==> src/rtl/cfg_link_pkg.sv <==
package cfg_link_pkg;
  localparam int LINK_W  = 8;
  localparam int FIELD_W = LINK_W - 1;
  localparam int REG_W   = 6;
  localparam int NREG    = 64;
  localparam int IDX_W   = 2 * REG_W;
  // indices of the registers that form a routing entry
  localparam int RT_DST_HI = 0;
  localparam int RT_DST_LO = 1;
  localparam int RT_SRC_HI = 2;
  localparam int RT_SRC_LO = 3;
endpackage

==> src/rtl/cfg_link_strobe.sv <==
module cfg_link_strobe #(
  parameter int LINK_W = 8
) (
  input  logic              clk,
  input  logic              rst,
  input  logic [LINK_W-1:0] link_i,
  output logic              ev_o,
  output logic [LINK_W-2:0] field_o
);
  logic [LINK_W-1:0] smp_q;
  logic              prev_q;

  always_ff @(posedge clk) begin
    if (rst) begin
      smp_q  <= '0;
      prev_q <= 1'b0;
    end else begin
      smp_q  <= link_i;
      prev_q <= smp_q[LINK_W-1];
    end
  end

  assign ev_o    = smp_q[LINK_W-1] & ~prev_q;
  assign field_o = smp_q[LINK_W-2:0];

  // a capture is a single-cycle pulse per strobe rise
  a_r2_single_pulse: assert property (@(posedge clk) disable iff (rst)
    ev_o |=> !ev_o);
endmodule

==> src/rtl/cfg_link_decode.sv <==
module cfg_link_decode #(
  parameter int FIELD_W = 7,
  parameter int REG_W   = 6
) (
  input  logic               clk,
  input  logic               rst,
  input  logic               ev_i,
  input  logic [FIELD_W-1:0] field_i,
  output logic [REG_W-1:0]   sel_o,
  output logic               sel_vld_o,
  output logic               we_o,
  output logic [REG_W-1:0]   wdata_o
);
  logic [REG_W-1:0] sel_q;
  logic             vld_q;
  logic             is_addr;

  assign is_addr = field_i[FIELD_W-1];

  always_ff @(posedge clk) begin
    if (rst) begin
      sel_q <= '0;
      vld_q <= 1'b0;
    end else if (ev_i && is_addr) begin
      sel_q <= field_i[REG_W-1:0];
      vld_q <= 1'b1;
    end
  end

  assign we_o      = ev_i & ~is_addr & vld_q;
  assign wdata_o   = field_i[REG_W-1:0];
  assign sel_o     = sel_q;
  assign sel_vld_o = vld_q;

  // the selection moves only on a captured strobe
  a_r10_sel_quiet: assert property (@(posedge clk) disable iff (rst)
    !ev_i |=> $stable(sel_q));
endmodule

==> src/rtl/cfg_link_bank.sv <==
module cfg_link_bank #(
  parameter int REG_W = 6,
  parameter int NREG  = 64,
  localparam int AW   = $clog2(NREG)
) (
  input  logic             clk,
  input  logic             rst,
  input  logic             we_i,
  input  logic [AW-1:0]    sel_i,
  input  logic [REG_W-1:0] wdata_i,
  output logic [REG_W:0]   rb_o,
  output logic [REG_W-1:0] r0_o,
  output logic [REG_W-1:0] r1_o,
  output logic [REG_W-1:0] r2_o
);
  logic [REG_W-1:0] mem [NREG];
  logic [REG_W:0]   rb_q;

  always_ff @(posedge clk) begin
    if (rst) begin
      for (int i = 0; i < NREG; i++) mem[i] <= '0;
      rb_q <= '0;
    end else begin
      if (we_i) mem[sel_i] <= wdata_i;
      rb_q <= {1'b0, mem[sel_i]};
    end
  end

  assign rb_o = rb_q;
  assign r0_o = mem[0];
  assign r1_o = mem[1];
  assign r2_o = mem[2];
endmodule

==> src/rtl/cfg_link_route.sv <==
module cfg_link_route #(
  parameter int IDX_W   = 12,
  parameter int NUM_DST = 16,
  localparam int DW     = (NUM_DST > 1) ? $clog2(NUM_DST) : 1
) (
  input  logic             clk,
  input  logic             rst,
  input  logic             commit_i,
  input  logic [IDX_W-1:0] dst_i,
  input  logic [IDX_W-1:0] src_i,
  input  logic [DW-1:0]    lkp_dst_i,
  output logic [IDX_W-1:0] lkp_src_o
);
  localparam logic [IDX_W:0] DST_LIM = NUM_DST[IDX_W:0];

  logic [IDX_W-1:0] tbl [NUM_DST];
  logic             in_range;
  logic [IDX_W-1:0] lkp_q;

  assign in_range = ({1'b0, dst_i} < DST_LIM);

  always_ff @(posedge clk) begin
    if (rst) begin
      for (int i = 0; i < NUM_DST; i++) tbl[i] <= '0;
      lkp_q <= '0;
    end else begin
      if (commit_i && in_range) tbl[dst_i[DW-1:0]] <= src_i;
      lkp_q <= tbl[lkp_dst_i];
    end
  end

  assign lkp_src_o = lkp_q;

  // an out-of-range destination leaves entry 0 untouched
  a_r9_oob_drop: assert property (@(posedge clk) disable iff (rst)
    (commit_i && !in_range) |=> $stable(tbl[0]));
endmodule

==> src/rtl/cfg_link_target.sv <==
module cfg_link_target #(
  parameter int LINK_W  = cfg_link_pkg::LINK_W,
  parameter int REG_W   = cfg_link_pkg::REG_W,
  parameter int NREG    = cfg_link_pkg::NREG,
  parameter int NUM_DST = 16,
  localparam int FIELD_W = LINK_W - 1,
  localparam int IDX_W   = 2 * REG_W,
  localparam int AW      = $clog2(NREG),
  localparam int DW      = (NUM_DST > 1) ? $clog2(NUM_DST) : 1
) (
  input  logic              clk,
  input  logic              rst,
  input  logic [LINK_W-1:0] link_in,
  output logic [REG_W:0]    rb_val,
  input  logic [DW-1:0]     lkp_dst,
  output logic [IDX_W-1:0]  lkp_src
);
  import cfg_link_pkg::*;

  logic               ev;
  logic [FIELD_W-1:0] field;
  logic [REG_W-1:0]   sel;
  logic               sel_vld;
  logic               we;
  logic [REG_W-1:0]   wdata;
  logic [REG_W-1:0]   r0, r1, r2;
  logic               commit;

  cfg_link_strobe #(.LINK_W(LINK_W)) u_strobe (
    .clk(clk), .rst(rst), .link_i(link_in), .ev_o(ev), .field_o(field));

  cfg_link_decode #(.FIELD_W(FIELD_W), .REG_W(REG_W)) u_dec (
    .clk(clk), .rst(rst), .ev_i(ev), .field_i(field),
    .sel_o(sel), .sel_vld_o(sel_vld), .we_o(we), .wdata_o(wdata));

  cfg_link_bank #(.REG_W(REG_W), .NREG(NREG)) u_bank (
    .clk(clk), .rst(rst), .we_i(we), .sel_i(sel[AW-1:0]), .wdata_i(wdata),
    .rb_o(rb_val), .r0_o(r0), .r1_o(r1), .r2_o(r2));

  assign commit = we && (sel == REG_W'(RT_SRC_LO));

  cfg_link_route #(.IDX_W(IDX_W), .NUM_DST(NUM_DST)) u_route (
    .clk(clk), .rst(rst), .commit_i(commit),
    .dst_i({r0, r1}), .src_i({r2, wdata}),
    .lkp_dst_i(lkp_dst), .lkp_src_o(lkp_src));

  // no register write before an address phase
  a_r6_addr_first: assert property (@(posedge clk) disable iff (rst)
    we |-> sel_vld);
  // only register 3 stores a routing entry
  a_r7_commit_reg3: assert property (@(posedge clk) disable iff (rst)
    commit |-> (ev && sel == REG_W'(RT_SRC_LO)));
  // writes happen only on a captured data phase
  a_r4_write_on_strobe: assert property (@(posedge clk) disable iff (rst)
    we |-> ev);
endmodule

==> config.mk <==
export PLATFORM = sky130hd
export DESIGN_NAME = cfg_link_target
export DESIGN_NICKNAME = d
export VERILOG_FILES = /design/src/rtl/cfg_link_pkg.sv /design/src/rtl/cfg_link_strobe.sv /design/src/rtl/cfg_link_decode.sv /design/src/rtl/cfg_link_bank.sv /design/src/rtl/cfg_link_route.sv /design/src/rtl/cfg_link_target.sv
export SDC_FILE = /design/constraint.sdc
export NUM_CORES = 1
export LEC_CHECK = 0
export BUFFER_PORTS_ARGS = -buffer_cell sky130_fd_sc_hd__buf_2
export CAP_MARGIN = 10
export CORE_UTILIZATION = 40
export DETAILED_ROUTE_END_ITERATION = 6
export GPL_ROUTABILITY_DRIVEN = 0
export SLEW_MARGIN = 20
export SYNTH_ARGS = -nofsm -noshare
export SYNTH_HDL_FRONTEND = slang
export SYNTH_SLANG_ARGS = --single-unit
==> constraint.sdc <==
create_clock -name clk -period 2.6 [get_ports clk]
set_input_delay 0.13 -clock clk [delete_from_list [all_inputs] [get_ports clk]]
set_output_delay 0.13 -clock clk [all_outputs]
set_load 0.01 [all_outputs]
==> results.cfg, run 1 <==
[worst_setup_path]
worstPathRequired_ns = 3.06
worst-path-buf-inv = 2
worst_path_most_repeated_cell = buf_4
criticalPathCategory = reg2reg
crit_family = compound AO/OA/AOI/OAI gates
critPathMaxStageDelay_ns = 0.45
crit_chain = buf_4 -> nor2b_2 -> buf_4 -> a221oi_1 -> o221ai_1 -> a221oi_2 -> a41oi_1
critPathArrivalTime_ns = 2.97
startpoint_type = flip-flop
cpMaxStageDelayCell = a221oi_2
cp_max_fo = 36
cp-end-kind = flip-flop

[drt]
drt_iter0_markers = 1530
vias = 16500
post-route-drc-count = 0
drt_wl_total_um = 70300
drt-pass1-iter-count = 5
vias_per_cell = 5.50
ant_nets = 0
post_drt_wl_per_cell_um = 23.5

[synthesis]
synthesis.nets = 1983
yosysWarnings = 0
syn_area_um2 = 28000
async_flop_share_pct = 0
yosys-top-cells-area = edfxtp_1 (62%), and2_1 (9.0%), mux4_2 (7.4%)
synth-main-ff-cell = edfxtp_1
netlist.area_leader.share_pct = 61.8
synth-edff-count = 576
ys_seq_area_share_pct = 64.2
syn_inst = 1969
synth_top_area_cell = edfxtp_1
synth_area_per_cell_um2 = 14.2
synthDistinctLibCells = 45
ys_seq_elements = 610

[die]
die_h_um = 267
io_pins = 33
row_count = 96
start_util_pct = 40.6
die_area_um2 = 71100
core_region_area_um2 = 68900
die_w_um = 267

[clock_network]
cts_sinks = 610
cts_root_buffer = clkbuf_16
clkLatencyLatePin_ns = 0.62
postCtsSetupBuffers = 0
htree_levels = 3
cts_buffers = 69
clockBufferDepth = 3
cts_tree = done
path_clk_slew_ns = 0.06

[grt]
grt_pass1_wl_um = 107000
grt_pass1_vias = 16800
track_usage_pct = 20.2
grt_max_degree = 115
antenna_found_initial = 0
overflow = 0

[layout]
final_common_cell = edfxtp_1
multi_input_area_um2 = 9260
layoutNonFillerInstCount = 2992
drive_gt1_share_pct = 22.5
final_cell_mix = edfxtp_1 (576), and2_1 (404), and3_1 (181)
register_area_um2 = 18000
syn2layout_area_growth_pct = 14.5
fill_cells = 6029
nets = 2022
diodes = 0

[timing]
fin_ws_ns = 0.0918
max_slew_margin_pct = 50.5
fin_crit_sh_pct = 96.5
hold_violations = 0
worst_slew_pin_slew_ns = 0.743
fin_crit_ns = 2.51
fmax_ghz = 0.399
setup_viol_count_final = 0
drv_slew = 0
skew_ns = 0.0361

[place]
pre_cts_ws_ns = -0.00354
port_buffers = 31
dp.cells = 2860
place_hpwl_um = 43900

[power_and_ir_drop]
p_per_area_nw_per_um2 = 674
peakVddDrop_mv = 0.568
p_leak_uw = 0.0122

[run]
cap_violations = 0

[run_status]
status = completed

[worst_hold_path]
hold_class = in2reg
[worst min-delay path: cells and delay by family]
family        cells  cell delay [ns]
buf+inv           2             0.36
simple gates      1             0.16
[state kept, by name, indices dropped and copies added, names as in the netlist]
signal / flops
u_bank.mem: 384
u_route.tbl: 192
u_route.lkp_src_o: 12
u_strobe.smp_q: 8
u_bank.rb_o: 6
u_dec.sel_o: 6
u_dec.sel_vld_o: 1
u_strobe.prev_q: 1
[cell type report]
type / instances / area share (%)
Timing Repair Buffer: 165 / 4.56
Inverter: 5 / 0.0585
Clock buffer: 85 / 5.64
Clock inverter: 39 / 1.14
Tap cell: 931 / 3.63
Sequential cell: 610 / 56.1
Multi-Input combinational cell: 1157 / 28.9
[report_power, final]
part	internal [uW]	total, uW	switching [uW]	leakage (uW)
Clock	5400	9400	3990	0.00105
Sequential	11000	11200	142	0.00623
Combinational	385	1020	640	0.00493
Total	16800	21600	4780	0.0122
[metrics by stage]
step	setup TNS (ns)	instance area [um2]	utilization (%)	total power, uW	hold slack (ns)
floorplan	0	28000	-	12000	0.258
global placement	-0.0423	29800	43.2	12400	0.343
detailed placement	-0.00354	29800	43.2	12400	0.347
CTS	0	32000	46.5	21800	0.0940
global route	-0.0533	32100	46.5	22200	0.0963
finish	0	32100	46.5	21600	0.0808
[layer usage]
| layer | part of all wire [%] | wire, um | GRT usage, % |
|---|---|---|---|
| met1 | 42 | 29600 | 26.3 |
| met4 | 2.5 | 1790 | 6.43 |
| met3 | 4.8 | 3390 | 3.08 |
| met5 | 0 | 0 | 0 |
| met2 | 50 | 35500 | 34.5 |
[synthesized netlist by cell type (7+ instances only)]
library cell	n
a21o_1	35
a21oi_1	15
a221oi_1	49
and2_1	404
and3_1	181
buf_1	19
buf_2	23
clkbuf_1	147
dfxtp_1	34
edfxtp_1	576
mux2i_1	68
mux4_2	92
nand2_1	28
nand3_1	9
nor2_1	42
nor2b_1	25
nor3_1	12
nor3_4	7
o211ai_1	20
o21ai_0	8
o221ai_1	20
o22a_1	7
o22ai_1	11
or2_2	79
[logic make-up (layout without fill, tap and decap cells)]
group           Yosys count  after routing  synth area share [%]
mux                     160            160                  9.83
flops                   610            610                  64.2
buf+inv                 202            294                  2.98
simple gates            810            810                  17.8
compound gates          186            186                  5.17
other cells               1              1                0.0134
[worst paths after layout]
path                            slack [ns]               from                   end  cells past startpoint
worst max-delay path                  0.09     u_dec.sel_o[1]        u_bank.rb_o[3]                      7
worst min-delay path                  0.08                rst  u_route.lkp_src_o[3]                      3
worst max register to register        0.09     u_dec.sel_o[1]        u_bank.rb_o[3]                      7
worst min register to register        0.47  u_strobe.smp_q[7]       u_strobe.prev_q                      1
[what timing repair did]
item	4_1_cts	5_1_grt
hold endpoints to repair	8	0
pin swaps	0	1
gates resized for setup	1	8
endpoints found under the setup margin	1	53
hold buffers	8	0
Power figures use the tool's default switching activity.
==> run 2: changes to the inputs <==
--- a/config.mk
+++ b/config.mk
@@ -13,4 +13,5 @@
 export SLEW_MARGIN = 20
 export SYNTH_ARGS = -nofsm -noshare
 export SYNTH_HDL_FRONTEND = slang
+export SYNTH_HIERARCHICAL = 1
 export SYNTH_SLANG_ARGS = --single-unit
==> run 2 against run 1 <==
- combinational power increased by 12%
- count of clock-buffer cells in the layout up 14
- critical endpoint is now u_bank/rb_o[5]
- sequential power hardly changed
- critical path type unchanged
- core utilization rose by 0.98 points
==> results.cfg, run 2 <==
[place]
port_buffers = 31
dp.cells = 3164
place_hpwl_um = 53600

[synthesis]
syn_inst = 2172
synthXorXnorAreaFrac_pct = 0
synth_top_area_cell = edfxtp_1
synth.most_common_cell = edfxtp_1
netlist.area_leader.share_pct = 61.0
synth_top_family_by_area = simple AND/OR/NAND/NOR gates
synth_compound_area_share_pct = 7.87
async_flop_share_pct = 0
synth-edff-count = 576
synthesis.nets = 2186
synthDistinctLibCells = 65
synth_area_per_cell_um2 = 13.1
synthTopCellsByCount = edfxtp_1 (576), and2_1 (339), and3_1 (245)
synth_fa_ha_area_share_pct = 0
ys_seq_elements = 610
synth-main-ff-cell = edfxtp_1
synthSimpleGateAreaFrac_pct = 17.8
synth.mux.area_fraction_pct = 7.11
syn_area_um2 = 28400
yosysWarnings = 6
yosys-top-cells-area = edfxtp_1 (61%), and2_1 (7.5%), and3_1 (5.4%)
ys_seq_area_share_pct = 63.4

[die]
io_pins = 33
die_area_um2 = 72000
core_region_area_um2 = 70100
die_h_um = 268
row_count = 97
die_w_um = 268
start_util_pct = 40.4

[worst_setup_path]
startpoint_type = flip-flop
cpMaxStageDelayCell = o21ai_0
worstPathRequired_ns = 3.11
reg2reg_slack_ns = 0.02
timing.rr.end = u_bank/rb_o[5]
critPathMaxStageDelay_ns = 0.62
cp_max_fo = 14
worstReg2RegStart = u_dec/sel_o[2]
r2r_cells = 6
crit_chain = clkinv_1 -> a221oi_1 -> nor2_1 -> o21ai_0 -> a41oi_1 -> buf_4
critPathArrivalTime_ns = 3.10
cp-end-kind = flip-flop
criticalPathCategory = reg2reg

[drt]
vias = 18800
post-route-drc-count = 0
ant_nets = 0
drt_wl_total_um = 82300
drt_iter0_markers = 2202
post_drt_wl_per_cell_um = 25.0
drt-pass1-iter-count = 6
vias_per_cell = 5.70

[grt]
overflow = 0
use_met3_pct = 3.34
grt_pass1_vias = 18300
track_usage_pct = 22.9
globalRouteMet2Util_pct = 36.7
grt_max_degree = 82
antenna_found_initial = 1
busiest_layer = met2
grt_use_met1_pct = 31.6
grt_pass1_wl_um = 121000

[timing]
fin_setup_tns_ns = 0
rsz0062_at_grt = true
drv_slew = 0
worst_slew_pin_slew_ns = 0.768
setup_viol_count_final = 0
hold_violations = 0
fin_hold_ws_ns = 0.0305
max_slew_margin_pct = 48.8
fin_crit_sh_pct = 99.4
fmax_ghz = 0.387
skew_ns = 0.0256
fin_crit_ns = 2.58

[worst_hold_path]
min_to = u_route/lkp_src_o[1]
whs_path_depth = 5
hold_start = lkp_dst[3]
hold_class = in2reg

[layout]
diodes = 0
syn2layout_area_growth_pct = 17.4
final_common_cell = edfxtp_1
largest_register = u_bank/mem
layoutNonFillerInstCount = 3295
final_cell_mix = edfxtp_1 (576), and2_1 (339), and3_1 (245)
largest_reg_flops = 384
nets = 2319
drive_gt1_share_pct = 21.4

[power_and_ir_drop]
p_per_area_nw_per_um2 = 657
comb_power_share_pct = 5.2
design_power_total_uw = 21900
peakVddDrop_mv = 0.434
p_leak_uw = 0.0131
internal_power_uw = 17000
clkPwrFrac_pct = 43.5
power_frac_seq_pct = 51.3
switchingPower_uw = 4830
swShare_pct = 22.1

[clock_network]
cts_sinks = 610
clockBufferDepth = 3
cts_buffers = 68
cts_root_buffer = clkbuf_16
htree_levels = 3
clkLatencyLatePin_ns = 0.62
cts_tree = done
path_clk_slew_ns = 0.06

[run_status]
status = completed

[run]
cap_violations = 0
run 2: layout make-up:
class | count | area (um2)
clock inverters | 21 | 279
fillers | 6283 | 36800
inverters | 5 | 18.8
multi-input cells | 1324 | 9450
repair buffers | 296 | 2470
clock buffers | 99 | 1930
flip-flops and latches | 610 | 18000
well taps | 940 | 1180
run 2: power groups by stage:
| stage | clock, uW | sequential (uW) | combinational, uW |
|---|---|---|---|
| final | 9520 | 11200 | 1140 |
| after detailed placement | 0 | 11400 | 1120 |
| after floorplan | 0 | 11300 | 625 |
| after CTS | 9660 | 11200 | 1130 |
| after global routing | 10000 | 11200 | 1210 |
| after global placement | 0 | 11400 | 1110 |
run 2: layer usage:
metal  vias up  part of all wire (%)
met5         -                     0
met4         0                   3.2
met3       166                   7.6
met2       865                    47
met1      9371                    42
li1       8385                     -
run 2: cell families (layout without fill, tap and decap cells):
logic type,after synthesis,count (layout)
and+or+nand+nor,834,836
DFF,610,610
AOI/OAI and AO/OA,323,323
buffers and inverters,240,421
muxes,164,164
other,1,1
run 2: timing repair:
| item | 4_1_cts | 5_1_grt |
|---|---|---|
| cloned | 0 | 2 |
| endpoints found under the hold margin | 9 | 0 |
| setup endpoints to repair | 24 | 82 |
| buffers inserted | 0 | 0 |
| resized for setup | 2 | 13 |
| hold buffers | 9 | 0 |
run 2: how the worst max path moves through the flow:
stage | from | end | slack, ns | cells after the start
6_report | u_dec/sel_o[2] | u_bank/rb_o[5] | 0.02 | 6
5_1_grt | u_strobe/smp_q[7] | u_route/tbl[0][4] | -0.007 | 8
4_1_cts | u_strobe/smp_q[7] | u_route/tbl[8][0] | 0.02 | 8
3_5_place_dp | u_strobe/smp_q[7] | u_route/tbl[10][1] | -0.02 | 8
3_3_place_gp | u_strobe/smp_q[7] | u_route/tbl[0][6] | 0.01 | 8
2_1_floorplan | u_strobe/smp_q[6] | u_route/tbl[11][0] | 0.03 | 9
run 2: worst max-delay path: cells and delay by family (launching register included):
kind                   cells  cell delay (ns)
AO/OA/AOI/OAI              3             1.26
buffers and inverters      2             0.63
AND/OR/NAND/NOR            1             0.09
flip-flops                 1             0.52
run 2: stage by stage:
step                cell area, um2  setup slack, ns  utilization [%]
global placement             30900          0.00958             44.1
finish                       33300           0.0166             47.5
detailed placement           30900          -0.0183             44.1
floorplan                    28400           0.0292                -
CTS                          33200           0.0171             47.4
global route                 33300         -0.00654             47.5
==> run 3: changes to the inputs <==
==> constraint.sdc (replaced) <==
create_clock -name clk -period 2.4 [get_ports clk]
set_input_delay 0.12 -clock clk [delete_from_list [all_inputs] [get_ports clk]]
set_output_delay 0.12 -clock clk [all_outputs]
set_load 0.01 [all_outputs]
==> run 3 against run 2 <==
- the flow now finishes with violations (negative setup slack)
- cell count increased by 1.5%
- clock skew is 0.0038 ns higher
- sequential power grew 8%
- register-to-register slack lost 0.08 ns
- wire length up 1.2%
- critical endpoint is now u_route/tbl[8][3]
==> results.cfg, run 3 (same netlist as run 2, synthesis figures left out) <==
[run_status]
status = finished, violations left
violations = negative setup slack

[layout]
syn2layout_area_growth_pct = 19.3
final_cell_mix = edfxtp_1 (576), and2_1 (339), and3_1 (245)
largest_reg_flops = 384
largest_register = u_bank/mem
drive_gt1_share_pct = 23.7
final_common_cell = edfxtp_1
nets = 2361
multi_input_area_um2 = 9630
register_area_um2 = 18000
fill_cells = 6168
postLayoutCoreUtil_pct = 48.3

[timing]
fin_crit_ns = 2.46
rsz0062_at_grt = true
drv_slew = 0
fmax_ghz = 0.406
setup_viol_count_final = 80
hold_violations = 0
fin_setup_tns_ns = -2.02
fin_ws_ns = -0.0626
max_slew_margin_pct = 45.3
worst_slew_pin_slew_ns = 0.812
fin_crit_sh_pct = 103
skew_ns = 0.0293

[die]
die_w_um = 268
die_h_um = 268
die_area_um2 = 72000
start_util_pct = 40.4
io_pins = 33
core_region_area_um2 = 70100
row_count = 97

[clock_network]
path_clk_slew_ns = 0.06
cts_buffers = 69
clkLatencyLatePin_ns = 0.62
cts_tree = done
clockBufferDepth = 3
htree_levels = 3
cts_root_buffer = clkbuf_16
cts_sinks = 610

[drt]
post-route-drc-count = 0
vias = 19100
drt_iter0_markers = 1859
drt-pass1-iter-count = 6
ant_nets = 0
post_drt_wl_per_cell_um = 24.9
drt_wl_total_um = 83300
vias_per_cell = 5.72

[grt]
grt_pass1_wl_um = 123000
track_usage_pct = 23.3
grt_pass1_vias = 19100
antenna_found_initial = 0
grt_max_degree = 82
overflow = 0

[worst_setup_path]
crit_family = simple AND/OR/NAND/NOR gates
cpMaxStageDelayCell = or4b_4
worst-path-buf-inv = 1
cp_max_fo = 11
criticalPathCategory = reg2reg
critPathArrivalTime_ns = 2.79
cp-end-kind = flip-flop
worstPathRequired_ns = 2.72
crit_chain = nor2b_4 -> and3b_2 -> or4b_4 -> nor3_4 -> nand4b_4 -> buf_12 -> nor4_4 -> or2_2
worstReg2RegStart = u_strobe/smp_q[7]
startpoint_type = flip-flop
critPathMaxStageDelay_ns = 0.47
reg2reg_slack_ns = -0.06
critPathLaunch = u_strobe/smp_q[7]

[power_and_ir_drop]
p_leak_uw = 0.0134
p_per_area_nw_per_um2 = 697
peakVddDrop_mv = 0.573
design_power_total_uw = 23600

[worst_hold_path]
hold_class = in2reg
hold_start = lkp_dst[3]

[run]
cap_violations = 0

[place]
port_buffers = 31
place_hpwl_um = 55100
==> run 3: worst register-to-register path, stage by stage, from the launching register on <==
cell      delay, ns
dfxtp_2        0.32
nor2b_4        0.13
and3b_2        0.20
or4b_4         0.47
nor3_4         0.17
nand4b_4       0.13
buf_12         0.18
nor4_4         0.34
or2_2          0.25
==> run 3: power breakdown <==
| part | total, uW | switching [uW] | internal (uW) |
|---|---|---|---|
| Clock | 10200 | 4310 | 5850 |
| Combinational | 1280 | 812 | 465 |
| Sequential | 12100 | 175 | 12000 |
==> run 3: what timing repair did <==
action                                 in CTS  in global routing
resized for setup                          25                 36
pin swaps                                  13                 14
hold buffers                                9                  0
buffers inserted                            1                  3
endpoints found under the hold margin       9                  0
setup endpoints to repair                 382                377
cloned                                      8                  8
==> run 3: path summary, 6_finish.rpt <==
kind | end | cells after the start
worst max-delay path | u_route/tbl[8][3] | 8
worst min-delay path | u_route/lkp_src_o[2] | 5
worst max register to register | u_route/tbl[8][3] | 8
worst min register to register | u_dec/sel_vld_o | 2
==> run 3: per-stage QoR <==
step / setup WS, ns / hold WS, ns / std cells / area (um2)
finish: -0.0626 / 0.0421 / 3343 / 33900
global route: -0.153 / 0.0523 / 3342 / 33900
CTS: -0.0267 / 0.0193 / 3331 / 33700
detailed placement: -0.229 / 0.343 / 3187 / 31200
global placement: -0.221 / 0.340 / 3187 / 31200
floorplan: -0.107 / 0.189 / 2172 / 28400
==> run 3: cell type report <==
cell class / instances / share of cell area (%)
Timing Repair Buffer: 326 / 8.39
Multi-Input combinational cell: 1335 / 28.5
Clock inverter: 30 / 0.820
Tap cell: 940 / 3.47
Inverter: 5 / 0.0554
Sequential cell: 610 / 53.2
Clock buffer: 96 / 5.64
Antenna cell: 1 / 0.00739
==> run 3: per-layer routing <==
| layer | global-route usage, % | vias up | share of wire (%) | routed length [um] |
|---|---|---|---|---|
| li1 | - | 8486 | - | - |
| met1 | 31.5 | 9635 | 42 | 35100 |
| met2 | 38.1 | 844 | 48 | 39700 |
| met3 | 3.21 | 165 | 7.0 | 5810 |
| met4 | 8.43 | 0 | 3.2 | 2690 |
| met5 | 0 | - | 0 | 0 |
